$ cat config.mk
export PLATFORM = sky130hd
export DESIGN_NAME = ir_msg_filter
export DESIGN_NICKNAME = d
export VERILOG_FILES = /design/src/rtl/ir_filt_pkg.sv /design/src/rtl/ir_filt_regs.sv /design/src/rtl/ir_filt_cmp.sv /design/src/rtl/ir_filt_irq.sv /design/src/rtl/ir_msg_filter.sv
export SDC_FILE = /design/constraint.sdc
export NUM_CORES = 1
export LEC_CHECK = 0
export BUFFER_PORTS_ARGS = -buffer_cell sky130_fd_sc_hd__buf_2
export CORE_MARGIN = 2
export CORE_UTILIZATION = 35
export DETAILED_ROUTE_END_ITERATION = 6
export MAX_ROUTING_LAYER = met4
export PLACE_DENSITY_LB_ADDON = 0.05
export SLEW_MARGIN = 20
export SYNTH_ARGS = -nofsm -noshare
export SYNTH_HDL_FRONTEND = slang
export SYNTH_SLANG_ARGS = --single-unit
$ cat constraint.sdc
create_clock -name clk -period 3.6 [get_ports clk]
set_input_delay 0.18 -clock clk [delete_from_list [all_inputs] [get_ports clk]]
set_output_delay 0.18 -clock clk [all_outputs]
set_load 0.02 [all_outputs]
$ cat src/rtl/ir_filt_pkg.sv
package ir_filt_pkg;
  localparam int NSRC       = 4;
  localparam int SRC_VALID  = 0;
  localparam int SRC_VALID2 = 1;
  localparam int SRC_MATCH  = 2;
  localparam int SRC_EDGE   = 3;
  typedef logic [NSRC-1:0] src_vec_t;
endpackage

$ cat src/rtl/ir_filt_regs.sv
module ir_filt_regs
  import ir_filt_pkg::*;
#(
  parameter int MSG_W  = 64,
  parameter int REG_W  = 32,
  parameter int ADDR_W = 3
) (
  input  logic              clk,
  input  logic              rst,
  input  logic              wr_en,
  input  logic [ADDR_W-1:0] wr_addr,
  input  logic [REG_W-1:0]  wr_data,
  input  logic [ADDR_W-1:0] rd_addr,
  input  src_vec_t          status,
  output logic [MSG_W-1:0]  pat_flat,
  output logic [MSG_W-1:0]  msk_flat,
  output src_vec_t          en_vec,
  output src_vec_t          clr_vec,
  output logic [REG_W-1:0]  rd_data
);
  localparam int LANES    = MSG_W / REG_W;
  localparam int A_EN     = 2 * LANES;
  localparam int A_CLR    = 2 * LANES + 1;
  localparam int A_STAT   = 2 * LANES + 2;

  logic [REG_W-1:0] pat_q [LANES];
  logic [REG_W-1:0] msk_q [LANES];
  logic [REG_W-1:0] en_q;
  logic [REG_W-1:0] rd_q;
  logic [REG_W-1:0] rd_mux;

  for (genvar i = 0; i < LANES; i++) begin : g_lane
    always_ff @(posedge clk) begin
      if (rst) begin
        pat_q[i] <= '0;
        msk_q[i] <= '0;
      end else if (wr_en) begin
        if (wr_addr == ADDR_W'(i))         pat_q[i] <= wr_data;
        if (wr_addr == ADDR_W'(LANES + i)) msk_q[i] <= wr_data;
      end
    end
    assign pat_flat[i*REG_W +: REG_W] = pat_q[i];
    assign msk_flat[i*REG_W +: REG_W] = msk_q[i];
  end

  always_ff @(posedge clk) begin
    if (rst)                                  en_q <= '0;
    else if (wr_en && wr_addr == ADDR_W'(A_EN)) en_q <= wr_data;
  end

  assign en_vec  = en_q[NSRC-1:0];
  assign clr_vec = (wr_en && wr_addr == ADDR_W'(A_CLR)) ? wr_data[NSRC-1:0] : '0;

  always_comb begin
    rd_mux = '0;
    for (int i = 0; i < LANES; i++) begin
      if (rd_addr == ADDR_W'(i))         rd_mux = pat_q[i];
      if (rd_addr == ADDR_W'(LANES + i)) rd_mux = msk_q[i];
    end
    if (rd_addr == ADDR_W'(A_EN))   rd_mux = en_q;
    if (rd_addr == ADDR_W'(A_STAT)) rd_mux = REG_W'(status);
  end

  always_ff @(posedge clk) begin
    if (rst) rd_q <= '0;
    else     rd_q <= rd_mux;
  end
  assign rd_data = rd_q;
endmodule

$ cat src/rtl/ir_filt_cmp.sv
module ir_filt_cmp #(
  parameter int MSG_W = 64,
  parameter int REG_W = 32
) (
  input  logic             msg_valid,
  input  logic [MSG_W-1:0] msg_data,
  input  logic [MSG_W-1:0] pat_flat,
  input  logic [MSG_W-1:0] msk_flat,
  output logic             match_evt
);
  localparam int LANES = MSG_W / REG_W;

  logic [LANES-1:0] lane_hit;
  logic [LANES-1:0] lane_armed;

  for (genvar i = 0; i < LANES; i++) begin : g_cmp
    logic [REG_W-1:0] diff;
    assign diff          = (msg_data[i*REG_W +: REG_W] ^ pat_flat[i*REG_W +: REG_W])
                           & msk_flat[i*REG_W +: REG_W];
    assign lane_hit[i]   = (diff == '0);
    assign lane_armed[i] = |msk_flat[i*REG_W +: REG_W];
  end

  assign match_evt = msg_valid && (&lane_hit) && (|lane_armed);
endmodule

$ cat src/rtl/ir_filt_irq.sv
module ir_filt_irq
  import ir_filt_pkg::*;
(
  input  logic     clk,
  input  logic     rst,
  input  src_vec_t evt,
  input  src_vec_t clr,
  input  src_vec_t en,
  input  logic     wake_mode,
  output src_vec_t status,
  output logic     irq
);
  src_vec_t status_q;
  src_vec_t eff_en;
  logic     irq_q;

  always_comb begin
    eff_en = en;
    if (wake_mode) begin
      eff_en            = '0;
      eff_en[SRC_MATCH] = 1'b1;
    end
  end

  always_ff @(posedge clk) begin
    if (rst) begin
      status_q <= '0;
      irq_q    <= 1'b0;
    end else begin
      status_q <= (status_q & ~clr) | evt;
      irq_q    <= |(status_q & eff_en);
    end
  end

  assign status = status_q;
  assign irq    = irq_q;
endmodule

$ cat src/rtl/ir_msg_filter.sv
module ir_msg_filter
  import ir_filt_pkg::*;
#(
  parameter int MSG_W  = 64,
  parameter int REG_W  = 32,
  parameter int ADDR_W = $clog2(2 * (MSG_W / REG_W) + 3)
) (
  input  logic              clk,
  input  logic              rst,
  input  logic              wr_en,
  input  logic [ADDR_W-1:0] wr_addr,
  input  logic [REG_W-1:0]  wr_data,
  input  logic [ADDR_W-1:0] rd_addr,
  output logic [REG_W-1:0]  rd_data,
  input  logic              msg_valid,
  input  logic [MSG_W-1:0]  msg_data,
  input  logic              msg2_valid,
  input  logic              edge_evt,
  input  logic              wake_mode,
  output logic              irq
);
  logic [MSG_W-1:0] pat_flat;
  logic [MSG_W-1:0] mask_flat;
  src_vec_t         en_vec;
  src_vec_t         clr_vec;
  src_vec_t         status_q;
  src_vec_t         evt_vec;
  logic             match_evt;

  ir_filt_regs #(.MSG_W(MSG_W), .REG_W(REG_W), .ADDR_W(ADDR_W)) u_regs (
    .clk(clk), .rst(rst), .wr_en(wr_en), .wr_addr(wr_addr), .wr_data(wr_data),
    .rd_addr(rd_addr), .status(status_q), .pat_flat(pat_flat), .msk_flat(mask_flat),
    .en_vec(en_vec), .clr_vec(clr_vec), .rd_data(rd_data)
  );

  ir_filt_cmp #(.MSG_W(MSG_W), .REG_W(REG_W)) u_cmp (
    .msg_valid(msg_valid), .msg_data(msg_data), .pat_flat(pat_flat),
    .msk_flat(mask_flat), .match_evt(match_evt)
  );

  always_comb begin
    evt_vec             = '0;
    evt_vec[SRC_VALID]  = msg_valid;
    evt_vec[SRC_VALID2] = msg2_valid;
    evt_vec[SRC_MATCH]  = match_evt;
    evt_vec[SRC_EDGE]   = edge_evt;
  end

  ir_filt_irq u_irq (
    .clk(clk), .rst(rst), .evt(evt_vec), .clr(clr_vec), .en(en_vec),
    .wake_mode(wake_mode), .status(status_q), .irq(irq)
  );
endmodule

After elaboration in Yosys (flattened, before gate mapping). Memory sizes are Yosys's and may differ from the RTL's. Cells that the tools add are included. Widths: inputs -> output; s select.

Register bits: 69. Bits in writable memories: 128. Bits of input ports: 109. Output and inout port bits: 33. Logic and storage cells: 71. Memories: 2.

Memories: u_regs.msk_q (words 2, bits a word 32, read ports 2, clocked after Yosys merged registers in 0, wr ports 2, line ir_filt_regs.sv:27) `logic [REG_W-1:0] msk_q [LANES];`; u_regs.pat_q (words 2, bits a word 32, read ports 2, clocked after Yosys merged registers in 0, wr ports 2, line ir_filt_regs.sv:26) `logic [REG_W-1:0] pat_q [LANES];`.

Equality and inequality tests: 10. Muxes and demuxes: 30. Bitwise operators: 12. Reductions and logical operators: 12.

Operator list (number): $mux 32 (9); $and 32x32->32 (2); $logic_not 32->1 (2); $reduce_or 64->1 (1); $xor 32x32->32 (2); $mux 1 (18); $eq 3x2->1 const B (4); $eq 3x3->1 const B (4); $mux 4 (3); $and 4x4->4 (2); $eq 3x1->1 const B (2); $logic_not 3->1 (2); $logic_and 1x1->1 (4); $not 4->4 (1); $or 1x1->1 (4); $or 4x4->4 (1); $reduce_or 4->1 (1); $reduce_and 2->1 (1); $reduce_or 2->1 (1).

Logic depth before layout (Yosys ltp). An unclocked memory read counts as a cell.

Word-level depth: 8. Gate-level depth with buffers: 9. Gate-level depth less buffers: 6.

Hierarchy. From an unflattened synthesis, not the netlist that was laid out.

Cells, all modules: 811. Area, all modules: 9361.5 µm².

Modules (own cells, without submodules): ir_filt_regs (times used 1, cells each 664, area an instance 8159.1 µm²); ir_filt_cmp (times used 1, cells each 125, area an instance 1019.7 µm²); ir_filt_irq (times used 1, cells each 22, area an instance 182.7 µm²).

Worst setup path after synthesis. Ideal clock, no wire load.

Path type: input -> register. Start: in wr_addr[2]. End: mem u_regs.msk_q[1][0], enable pin. Arrival: 1205 ps. Path slack: 2006 ps. Stages on the path: 3. Buffers on the path: 0. Path through: and2b_1 > nand3_1 > nand2_1.

RTL lines: start: declaration (line ir_msg_filter.sv:11) `input logic [ADDR_W-1:0] wr_addr,`; end: declaration (line ir_filt_regs.sv:27).

==> impl_metrics.csv <==
group,metric,value,unit
outcome,outcome,"finished clean",
logic_synthesis,synth.area.mux_share,5.20,%
floorplan,total_core_area,25900,um^2
route,totalWireLength,32.5,mm
route,drt_iter0_drc,659,
logic_synthesis,synth_async_sr_flop_share,0,%
cts,cts_htree_levels,4,
grt,grt_pass1_wl,47.7,mm
cts,path_clk_slew,0.08,ns
cts,clock_root_buffer,"sky130_fd_sc_hd__clkbuf_16",
route,num_vias,6973,
pwr,power_switching_share,27.2,%
pwr,power.static_leakage,4.18,nW
route,drt_pass1_iterations,5,
cts,cts.sink_count,197,
timing,tns,0,ns
worst_setup_path,setup.worst_path.start_class,"flop",
pwr,power.density,479,nW/um^2
place,portBuffers,141,
hold_path,holdPathEnd,"u_regs.en_q[28]$_SDFFE_PP0P_",
timing,final-hold-violation-count,0,
timing,report.final.slew_viol_count,0,
logic_synthesis,synth_sequential_area_ratio,57.0,%
logic_synthesis,synth-main-ff-cell,"sky130_fd_sc_hd__edfxtp_1",
floorplan,fp.dieW,166,um
logic_synthesis,synthAdderAreaFrac,0,%
worst_setup_path,rrSetupSlack,1.55,ns
cts,worst_skew_pair.late_latency,0.44,ns
worst_setup_path,critPathKind,"reg2reg",
pwr,worst_vdd_ir,0.225,mV
floorplan,dieHeight,166,um
cts,tritoncts,"yes",
logic_synthesis,netlist_instances,809,
timing,maxSlewHeadroom,28.5,%
pwr,power.switching,0.00141,W
logic_synthesis,synth_xor_area_share,6.11,%
final_layout,layout.core_utilization,41.8,%
route,route.detailed.drc,0,
worst_setup_path,cp_capture_type,"flop",
timing,finalWorstPathRequiredPeriod,2.05,ns
floorplan,io_pins,142,
logic_synthesis,yosysTopAreaCellShare,41.9,%
hold_path,worstHoldStart,"wr_data[28]",
final_layout,drive_gt1_share,22.5,%
final_layout,area_delta_synth_final,18.0,%
cts,cts_setup_buffers,0,
route,drt-wirelength-per-cell,25.2,um
route,vias_per_cell,5.41,
grt,first_global_vias,7295,
route,antenna_violating_nets_left,0,
final_layout,layout.cells.most_common_list,"sky130_fd_sc_hd__buf_2 (141), sky130_fd_sc_hd__and2_1 (129), sky130_fd_sc_hd__edfxtp_1 (128)",
logic_synthesis,edff_count_synth,128,
floorplan,placementRows,59,
logic_synthesis,synthSimpleGateAreaFrac,18.0,%
final_layout,layout.filler_cells,2561,
timing,final.period_utilization,56.9,%
worst_setup_path,timing.critical_path.arrival,2.37,ns
place,placed_inst_area,10200,um^2
place,gp_routability_congestion,0.825,
pwr,pwr-share-comb,11.7,%
logic_synthesis,synth-compound-area-share,10.9,%
grt,maximum_number_of_pins_on_one_net_before_global_route_repair,33,
timing,achievable-frequency,0.488,GHz
worst_setup_path,crit_fanout,3,
pwr,p_int,0.00377,W
cts,cts-buffers-inserted,17,
final_layout,n_antenna_cell,0,
final_layout,mostFrequentLayoutCell,"sky130_fd_sc_hd__buf_2",
timing,fin_worst_hold_slack,0.0142,ns
worst_setup_path,critPathRequiredTime,3.92,ns
timing,setup_violations,0,
grt,global_routing_usage_summed_across_all_routing_layers,24.3,%
final_layout,area_used_by_sequential_logic_in_the_layout,5230,um^2
timing,worstMarginPinSlew,1.07,ns
grt,grt-ovfl-total,0,
logic_synthesis,synth_area_leader_cell,"sky130_fd_sc_hd__edfxtp_1",
logic_synthesis,post_synth_instance_area,9170,um^2
worst_setup_path,crit-reg2reg-launch,"u_regs.msk_q[0][3]$_SDFFCE_PN0P_",
logic_synthesis,yosysWarningCount,0,
final_layout,final_design_area_no_fill,10800,um^2
pwr,power.clock.fraction,37.1,%
logic_synthesis,syn_avg_cell_area,11.3,um^2
logic_synthesis,yosys_register_bits,197,
place,place.detailed.hpwl,21.9,mm
timing,worst_clock_skew,0.0151,ns
logic_synthesis,netlist-cell-type-count,43,
logic_synthesis,syn_nets,918,
worst_setup_path,r2r.worst_path.cells,5,
hold_path,worstHoldPathCells,3,
grt,grt_antenna_before_repair,0,
hold_path,hold_path.class,"in2reg",
cts,cts_buffer_depth,2,
pwr,power,0.00518,W
final_layout,final_net_count,1051,
timing,rsz0062_at_grt,"false",
final_layout,multi_input_logic_area,3700,um^2
pwr,seq_power_share,51.2,%
worst_setup_path,worstReg2RegEnd,"u_irq.status[2]$_SDFF_PP0_",
logic_synthesis,dominant_combinational_cell_family_by_area_after_synthesis,"simple AND/OR/NAND/NOR gates",
floorplan,initial_util,35.4,%
run,maxCapViolations,0,
logic_synthesis,synth.area.top_cells,"sky130_fd_sc_hd__edfxtp_1 (42%), sky130_fd_sc_hd__dfxtp_1 (15%), sky130_fd_sc_hd__and2_1 (8.8%)",
floorplan,die-area,27500,um^2
[per-layer routing]
layer | part of all wire [%] | global-route usage [%] | vias to the layer above
met2 | 49 | 39.3 | 273
li1 | - | - | 3177
met4 | 1.8 | 6.81 | 0
met1 | 44 | 32.0 | 3491
met3 | 5.8 | 3.62 | 32
met5 | 0 | - | -
[critical path: stages (launching register included)]
cell                       delay [ns]
sky130_fd_sc_hd__edfxtp_1        0.46
sky130_fd_sc_hd__nor4_1          0.42
sky130_fd_sc_hd__nand4_1         0.23
sky130_fd_sc_hd__nor4_1          0.46
sky130_fd_sc_hd__nor4_1          0.12
sky130_fd_sc_hd__a32o_1          0.23
[sequential cells by signal, summed over array words and instances, names as in the netlist]
| register | cells |
|---|---|
| u_regs.msk_q | 64 |
| u_regs.pat_q | 64 |
| u_regs.en_q | 32 |
| u_regs.rd_data | 32 |
| u_irq.status | 4 |
| u_irq.irq | 1 |
[layout make-up]
type | instances | area share (%)
clock inverters | 13 | 1.27
flip-flops and latches | 197 | 48.3
repair buffers | 161 | 8.18
well taps | 335 | 3.87
inverters | 4 | 0.139
multi-input cells | 561 | 34.2
clock buffers | 19 | 4.09
[per-stage QoR]
stage,cells,setup slack [ns]
3_3_place_gp,1256,1.32
5_1_grt,1290,1.41
2_1_floorplan,809,2.01
4_1_cts,1290,1.56
6_report,1290,1.55
3_5_place_dp,1256,1.28
[Yosys cell counts, types with 3 or more instances]
cell type / number
sky130_fd_sc_hd__a221o_1: 20
sky130_fd_sc_hd__a21oi_1: 39
sky130_fd_sc_hd__a22o_1: 6
sky130_fd_sc_hd__o21ai_1: 17
sky130_fd_sc_hd__a22oi_1: 25
sky130_fd_sc_hd__a221oi_1: 7
sky130_fd_sc_hd__buf_6: 5
sky130_fd_sc_hd__inv_1: 3
sky130_fd_sc_hd__nand2_1: 96
sky130_fd_sc_hd__nor3_2: 3
sky130_fd_sc_hd__edfxtp_1: 128
sky130_fd_sc_hd__o21ai_0: 24
sky130_fd_sc_hd__nor2_1: 45
sky130_fd_sc_hd__mux2i_1: 24
sky130_fd_sc_hd__nor4_1: 19
sky130_fd_sc_hd__xor2_1: 64
sky130_fd_sc_hd__buf_2: 14
sky130_fd_sc_hd__mux4_2: 9
sky130_fd_sc_hd__dfxtp_1: 69
sky130_fd_sc_hd__and2_1: 129
sky130_fd_sc_hd__nand4_1: 11
sky130_fd_sc_hd__clkbuf_1: 25
[logic make-up after synthesis]
| kind of cell | count (synthesis) |
|---|---|
| simple gates | 314 |
| flops | 197 |
| mux | 36 |
| compound gates | 147 |
| xor+xnor | 64 |
| buf+inv | 51 |
[repair_timing]
item,4_1_cts,5_1_grt
hold buffers,2,0
gates resized for setup,0,0
setup endpoints to repair,0,0
endpoints found under the hold margin,2,0
[power by group through the flow]
stage               Sequential (W)  Combinational [W]  Clock, W
floorplan                  0.00268           0.000311         0
global placement           0.00270           0.000604         0
detailed placement         0.00270           0.000608         0
CTS                        0.00265           0.000613   0.00196
global route               0.00266           0.000654   0.00205
finish                     0.00265           0.000607   0.00192
[worst max-delay path by stage]
stage	from	to	slack, ns	depth (start not counted)
global placement	rd_addr[1]	u_regs.rd_data[5]$_SDFF_PP0_	1.32	7
detailed placement	rd_addr[1]	u_regs.rd_data[10]$_SDFF_PP0_	1.28	7
CTS	u_regs.msk_q[0][18]$_SDFFCE_PN0P_	u_irq.status[2]$_SDFF_PP0_	1.56	5
finish	u_regs.msk_q[0][3]$_SDFFCE_PN0P_	u_irq.status[2]$_SDFF_PP0_	1.55	5
floorplan	wr_addr[2]	u_regs.msk_q[1][0]$_SDFFCE_PN0P_	2.01	3
global route	u_regs.msk_q[0][3]$_SDFFCE_PN0P_	u_irq.status[2]$_SDFF_PP0_	1.41	5
Power figures use the tool's default switching activity.
